<file path="src/rtl/audio_irq_pkg.sv">
package audio_irq_pkg;
  localparam int ADDR_W  = 2;
  localparam int ISTAT_W = 7;

  localparam logic [ADDR_W-1:0] REG_MASK  = 2'd0;
  localparam logic [ADDR_W-1:0] REG_FLAGS = 2'd1;
  localparam logic [ADDR_W-1:0] REG_ISTAT = 2'd2;
  localparam logic [ADDR_W-1:0] REG_CLEAR = 2'd3;

  localparam int IB_TXC = 0;
  localparam int IB_TX  = 1;
  localparam int IB_UR  = 2;

  localparam int CLR_UR = 0;
endpackage

</file>
<file path="src/rtl/ur_sticky.sv">
module ur_sticky (
  input  logic clk_i,
  input  logic rst_ni,
  input  logic set_i,
  input  logic clr_i,
  output logic flag_o
);
  logic flag_q;

  // set has priority over a coincident clear
  always_ff @(posedge clk_i or negedge rst_ni) begin
    if (!rst_ni)     flag_q <= 1'b0;
    else if (set_i)  flag_q <= 1'b1;
    else if (clr_i)  flag_q <= 1'b0;
  end

  assign flag_o = flag_q;

  a_r2_event_sets: assert property (@(posedge clk_i) disable iff (!rst_ni)
    set_i |=> flag_q);
  a_r3_clear_drops: assert property (@(posedge clk_i) disable iff (!rst_ni)
    (clr_i && !set_i) |=> !flag_q);
  a_r4_set_wins: assert property (@(posedge clk_i) disable iff (!rst_ni)
    (clr_i && set_i) |=> flag_q);
endmodule

</file>
<file path="src/rtl/istat_build.sv">
module istat_build
  import audio_irq_pkg::*;
(
  input  logic               ur_i,
  input  logic               half_empty_i,
  input  logic               busy_i,
  input  logic               empty_i,
  output logic [ISTAT_W-1:0] istat_o
);
  always_comb begin
    istat_o         = '0;
    istat_o[IB_UR]  = ur_i;
    istat_o[IB_TX]  = half_empty_i;
    istat_o[IB_TXC] = !busy_i && empty_i;
  end
endmodule

</file>
<file path="src/rtl/irq_mask.sv">
module irq_mask #(
  parameter int W = 7
) (
  input  logic         clk_i,
  input  logic         rst_ni,
  input  logic         mask_we_i,
  input  logic [W-1:0] mask_wdata_i,
  input  logic [W-1:0] istat_i,
  output logic [W-1:0] mask_o,
  output logic         irq_o
);
  logic [W-1:0] mask_q;
  logic         irq_q;

  always_ff @(posedge clk_i or negedge rst_ni) begin
    if (!rst_ni)        mask_q <= '0;
    else if (mask_we_i) mask_q <= mask_wdata_i;
  end

  always_ff @(posedge clk_i or negedge rst_ni) begin
    if (!rst_ni) irq_q <= 1'b0;
    else         irq_q <= |(istat_i & mask_q);
  end

  assign mask_o = mask_q;
  assign irq_o  = irq_q;

  a_r8_mask_stores: assert property (@(posedge clk_i) disable iff (!rst_ni)
    mask_we_i |=> (mask_q == $past(mask_wdata_i)));
  a_r7_masked_quiet: assert property (@(posedge clk_i) disable iff (!rst_ni)
    (mask_q == '0) |=> !irq_q);
  a_r7_no_cause_quiet: assert property (@(posedge clk_i) disable iff (!rst_ni)
    (istat_i == '0) |=> !irq_q);
endmodule

</file>
<file path="src/rtl/audio_irq_ctrl.sv">
module audio_irq_ctrl
  import audio_irq_pkg::*;
#(
  parameter int DATA_W = 32
) (
  input  logic              clk_i,
  input  logic              rst_ni,
  input  logic              underrun_evt_i,
  input  logic              half_empty_i,
  input  logic              busy_i,
  input  logic              empty_i,
  input  logic              reg_we_i,
  input  logic [ADDR_W-1:0] reg_addr_i,
  input  logic [DATA_W-1:0] reg_wdata_i,
  output logic [DATA_W-1:0] reg_rdata_o,
  output logic              irq_o
);
  localparam int FLAG_W = 4;

  logic               ur_flag;
  logic               ur_clr;
  logic               mask_we;
  logic [ISTAT_W-1:0] istat;
  logic [ISTAT_W-1:0] mask;
  logic [FLAG_W-1:0]  flags;
  logic               unused_wdata;

  assign unused_wdata = ^reg_wdata_i[DATA_W-1:ISTAT_W];

  assign mask_we = reg_we_i && (reg_addr_i == REG_MASK);
  assign ur_clr  = reg_we_i && (reg_addr_i == REG_CLEAR) && reg_wdata_i[CLR_UR];

  ur_sticky u_ur (
    .clk_i  (clk_i),
    .rst_ni (rst_ni),
    .set_i  (underrun_evt_i),
    .clr_i  (ur_clr),
    .flag_o (ur_flag)
  );

  istat_build u_stat (
    .ur_i         (ur_flag),
    .half_empty_i (half_empty_i),
    .busy_i       (busy_i),
    .empty_i      (empty_i),
    .istat_o      (istat)
  );

  irq_mask #(.W(ISTAT_W)) u_mask (
    .clk_i        (clk_i),
    .rst_ni       (rst_ni),
    .mask_we_i    (mask_we),
    .mask_wdata_i (reg_wdata_i[ISTAT_W-1:0]),
    .istat_i      (istat),
    .mask_o       (mask),
    .irq_o        (irq_o)
  );

  assign flags = {empty_i, busy_i, half_empty_i, ur_flag};

  always_comb begin
    reg_rdata_o = '0;
    unique case (reg_addr_i)
      REG_MASK:  reg_rdata_o = {{(DATA_W-ISTAT_W){1'b0}}, mask};
      REG_FLAGS: reg_rdata_o = {{(DATA_W-FLAG_W){1'b0}}, flags};
      REG_ISTAT: reg_rdata_o = {{(DATA_W-ISTAT_W){1'b0}}, istat};
      default:   reg_rdata_o = '0;
    endcase
  end

  a_r5_tx_tracks: assert property (@(posedge clk_i) disable iff (!rst_ni)
    istat[IB_TX] == half_empty_i);
  a_r6_txc_idle_empty: assert property (@(posedge clk_i) disable iff (!rst_ni)
    istat[IB_TXC] == (!busy_i && empty_i));
  a_r2_ur_bit_flag: assert property (@(posedge clk_i) disable iff (!rst_ni)
    istat[IB_UR] == ur_flag);
  a_r9_istat_upper_zero: assert property (@(posedge clk_i) disable iff (!rst_ni)
    (reg_addr_i == REG_ISTAT) |-> (reg_rdata_o[DATA_W-1:ISTAT_W] == '0));
endmodule

</file>
<file path="config.mk">
export PLATFORM = sky130hd
export DESIGN_NAME = audio_irq_ctrl
export DESIGN_NICKNAME = d
export VERILOG_FILES = /design/src/rtl/audio_irq_pkg.sv /design/src/rtl/ur_sticky.sv /design/src/rtl/istat_build.sv /design/src/rtl/irq_mask.sv /design/src/rtl/audio_irq_ctrl.sv
export SDC_FILE = /design/constraint.sdc
export NUM_CORES = 1
export LEC_CHECK = 0
export BUFFER_PORTS_ARGS = -buffer_cell sky130_fd_sc_hd__buf_2
export CAP_MARGIN = 10
export CORE_ASPECT_RATIO = 1.25
export CORE_MARGIN = 4
export CORE_UTILIZATION = 37
export DETAILED_ROUTE_END_ITERATION = 8
export PLACE_DENSITY = 0.84
export SYNTH_ARGS = -nofsm -noshare
export SYNTH_HDL_FRONTEND = slang
export SYNTH_SLANG_ARGS = --single-unit
export TNS_END_PERCENT = 50
</file>
<file path="constraint.sdc">
create_clock -name clk_i -period 1.86 [get_ports clk_i]
set_clock_uncertainty 0.05 [all_clocks]
set_input_delay 0 -clock clk_i [delete_from_list [all_inputs] [get_ports clk_i]]
set_output_delay 0 -clock clk_i [all_outputs]
set_load 0.05 [all_outputs]
</file>
**Yosys cells after proc, flatten, opt, wreduce, memory -nomap -nowiden**

Index checks and enable logic that the tools add are counted.

- Equal/unequal tests: 3
- Multiplexer cells: 3
- Reductions and logical operators: 8
- Bitwise logic cells: 1

Operators with widths:

| cell | number |
|---|---|
| $pmux 7 s3 | 1 |
| $and 3x7->7 | 1 |
| $reduce_or 7->1 | 1 |
| $eq 2x2->1 const B | 2 |
| $logic_and 1x1->1 | 4 |
| $eq 2x1->1 const B | 1 |
| $logic_not 2->1 | 1 |
| $mux 1 | 2 |
| $reduce_bool 2->1 | 1 |
| $logic_not 1->1 | 1 |

- Bits in registers: 9
- Word-level logic and storage cells: 18
- Input bits: 41
- Output and inout bits: 33

**Depth between registers and ports, before layout**

- Word-level depth: 5
- Mapped depth: 5
- Gate-level depth less buffers: 3

**Cells and area by module**

From an unflattened synthesis, not the netlist that was laid out.

- Cells, all modules: 76
- Area, all modules: 800.8 um2

By module, submodules not included:

| module | seq. area each (um2) | cells each | instances | area each (um2) |
|---|---|---|---|---|
| audio_irq_ctrl | 0.0 | 45 | 1 | 355.3 |
| irq_mask | 200.2 | 20 | 1 | 346.6 |
| istat_build | 0.0 | 8 | 1 | 62.6 |
| ur_sticky | 25.0 | 3 | 1 | 36.3 |

**Least setup slack after synthesis**

OpenSTA, ideal clock, no wires.

- Path type: register to output
- Start: register u_mask.mask_q[1], in the netlist u_mask.mask_o[1]
- End: output port reg_rdata_o[1]
- Path slack: 319 ps
- Stages on the path, launching flop included: 3
- Arrival time: 1491 ps
- Buffers on the path: 0
- Path through: dfrtp_1 > mux2i_1 > o21ai_0

- Cells in the longest elaborated chain, start to end: 1

RTL lines:

| what | line | RTL |
|---|---|---|
| from (decl) | irq_mask.sv:12 | `logic [W-1:0] mask_q;` |
| from (signal assigned) | irq_mask.sv:17 | `else if (mask_we_i) mask_q <= mask_wdata_i;` |
| $pmux 7 s3 | audio_irq_ctrl.sv:63 | `unique case (reg_addr_i)` |
| to (decl) | audio_irq_ctrl.sv:15 | `output logic [DATA_W-1:0] reg_rdata_o,` |

No other way between the ends.

**Worst setup path after layout**

- Start: register u_ur.flag_q, in the netlist u_ur.flag_o
- End: output port reg_rdata_o[2]

- Cells in the longest elaborated chain, start to end: 1

RTL lines:

| what | line | RTL |
|---|---|---|
| from (decl) | ur_sticky.sv:8 | `logic flag_q;` |
| from (signal assigned) | ur_sticky.sv:12 | `if (!rst_ni) flag_q <= 1'b0;` |
| from (signal assigned) | ur_sticky.sv:13 | `else if (set_i) flag_q <= 1'b1;` |
| from (signal assigned) | ur_sticky.sv:14 | `else if (clr_i) flag_q <= 1'b0;` |
| $pmux 7 s3 | audio_irq_ctrl.sv:63 |  |

No other way between the ends.

==> run summary <==
Worst VDD drop -> 0.0004131 V
Antenna violations before repair -> 0
Min-delay worst type -> input pin to flip-flop
DRC -> 0
Vias in the first global route -> 445
Crit. End Element -> output pin
LEAKAGE -> 0.4541 nW
Area of the multi-input gates -> 346.6 µm²
Total of max-cap violations -> 0
Clk root buf -> clkbuf_4
Top Ports -> 74
Synth area leaders -> dfrtp_1 (32%), buf_4 (27%), mux2_4 (15%), mux2i_1 (5.7%), buf_6 (4.8%)
Setup Total Neg Slack -> 0 ns
Hpwl dp -> 998.6 µm
Die ar. -> 0.002678 mm²
Design area -> 840.8 µm²
Synth Cell Area -> 706.9 µm²
Placed cell area -> 714.4 µm²
Chip width -> 47.10 µm
Initial Util -> 0.3957
Post-synth EDFFs -> 0
Total of warnings raised by yosys -> 0
Largest net degree at the start of global routing -> 10
Yosys top cell by area -> dfrtp_1
Fin crit share -> 0.6433
Ant diodes -> 0
Max incr delay on CP -> 0.38 ns
Synth Flop Type -> dfrtp_1
# fillers -> 183
Top cells by count, synth -> buf_4 (25), dfrtp_1 (9), mux2_4 (7)
Register area -> 225.2 µm²
Fmax -> 0.8357 GHz
Layout cells sized above 1 -> 0.3535
GRT Overall Usage -> 0.09515
Most common cell in the synthesized netlist -> buf_4
Post-synth top area share -> 0.3186
Wire length per cell -> 10.69 µm
TritonCTS buffer count -> 3
Synth cell types -> 20
Post-CTS sizing -> 0
Fin crit period -> 1.197 ns
GR Overflow Total -> 0
DRT antenna net count -> 0
Register area share after synthesis -> 0.3186
Via Count -> 497
RSZ-0062 raised after global routing -> no
Clk buf depth -> 2
First-pass GRT wire length -> 1814 µm
CP Data Arrival Time -> 1.15 ns
Final setup violation count -> 0
IO Port Bufs -> 23
CTS tree -> yes
WL final -> 1262 µm
CP max FO -> 4
Initial DRT Pass Iterations -> 4
TritonCTS Sinks -> 9
Setup CP Type -> flip-flop to output pin
H-tree depth -> 1
Layout Nets -> 141
Slowest-stage cell, CP -> dfrtp_1
Worst skew pair latency -> 0.25 ns
Die Y -> 56.87 µm
Startpoint type of the worst setup path -> flip-flop
Worst endpoint required time -> 1.81 ns
GPL Wtd Cong -> 0.8024
Area grow syn2layout -> 18.94%
Fin util -> 0.4706
Crit-path cells -> mux2i_1 > o2bb2ai_1 > buf_2
Clock Pin Slew Worst Setup and Hold Paths -> 0.06 ns
Syn_area_per_cell -> 10.71 µm²
Row count -> 17
Max-slew violation count -> 0
CORE AREA -> 0.001787 mm²
Synth Instances -> 66
Hold Vio Cnt, Final -> 0
Post-DR vias/cell -> 4.212
Initial drt markers -> 9
Run status -> completed
Pwr dens -> 855.1 mW/mm²
Hold WS -> 0.02346 ns
Flops & latches, synth -> 9
Ys async rst share -> 1.000
## repair_timing
item                      in CTS  in global routing
hold endpoints to repair      18                  0
buffers inserted               0                  0
hold buffers                  10                  0
## per-stage QoR
step | std cells | worst slack [ns] | total power [mW]
2_1_floorplan | 90 | 0.3191 | 0.5544
3_3_place_gp | 104 | 0.8540 | 0.5549
3_5_place_dp | 104 | 0.8353 | 0.5605
4_1_cts | 118 | 0.6472 | 0.7274
5_1_grt | 118 | 0.5855 | 0.7609
6_report | 118 | 0.6634 | 0.7190
## final cells by class
type	instances	share of cell area
timing repair buffer	33	0.2560
tap	19	0.02827
sequential	9	0.2679
multi-input combinational	52	0.4122
clock buffer	4	0.03125
inverter	1	0.004464
## placed cells by master (no fill, tap or decap)
cell,netlist,final
nand4_1,1,1
and2_1,3,3
nor2_1,1,1
and2_4,1,1
dlygate4sd3_1,0,10
nand2_1,2,2
conb_1,1,25
o2bb2ai_1,1,1
dfrtp_1,9,9
clkbuf_4,0,3
clkbuf_1,0,1
and2b_1,1,1
o22ai_1,1,1
nor2b_1,1,1
nor2_4,1,1
mux2_4,7,7
a21o_1,1,1
buf_2,0,23
mux2i_1,4,4
a222oi_1,1,1
o21ai_0,1,1
inv_1,1,1
## state kept, by name, indices dropped and copies added, names as in the netlist
signal         count
u_mask.mask_o      7
u_ur.flag_o        1
u_mask.irq_o       1
## power breakdown
part	switching, mW	internal, mW	total [mW]
combinational	0.226	0.0956	0.321
sequential	0.0216	0.230	0.252
clock	0.0634	0.0824	0.146
## critical path: cells and delay by family, from the launching register on
| kind | cells | cell delay, ns |
|---|---|---|
| buf+inv | 1 | 0.27 |
| mux | 1 | 0.09 |
| compound gates | 1 | 0.14 |
| flops | 1 | 0.38 |
## worst paths after layout
path / start / endpoint / slack (ns) / cells after the start
setup / recovery: u_ur.flag_o$_DFFE_PN0P_ / reg_rdata_o[2] / 0.66 / 3
hold / removal: reg_we_i / u_ur.flag_o$_DFFE_PN0P_ / 0.02 / 3
setup reg to reg: u_ur.flag_o$_DFFE_PN0P_ / u_mask.irq_o$_DFF_PN0_ / 0.86 / 2
hold reg to reg: u_mask.mask_o[5]$_DFFE_PN0P_ / u_mask.mask_o[5]$_DFFE_PN0P_ / 0.46 / 1
max in group asynchronous: rst_ni / u_mask.mask_o[5]$_DFFE_PN0P_ / 1.50 / 2
min in group asynchronous: rst_ni / u_mask.mask_o[2]$_DFFE_PN0P_ / 0.08 / 2
## per-layer routing
layer / vias to the layer above / wire length [µm] / global-route usage
li1: 233 / - / -
met1: 231 / 453 / 0.1061
met2: 33 / 633 / 0.1515
met3: 0 / 175 / 0.03205
met4: 0 / 0 / 0.05138
met5: - / 0 / 0
## logic make-up after synthesis
family	synth area share
compound gates	0.05310
mux	0.2053
simple gates	0.09913
flops	0.3186
other cells	0.005305
buf+inv	0.3186
Note: power is estimated with default switching activity, not from simulation.
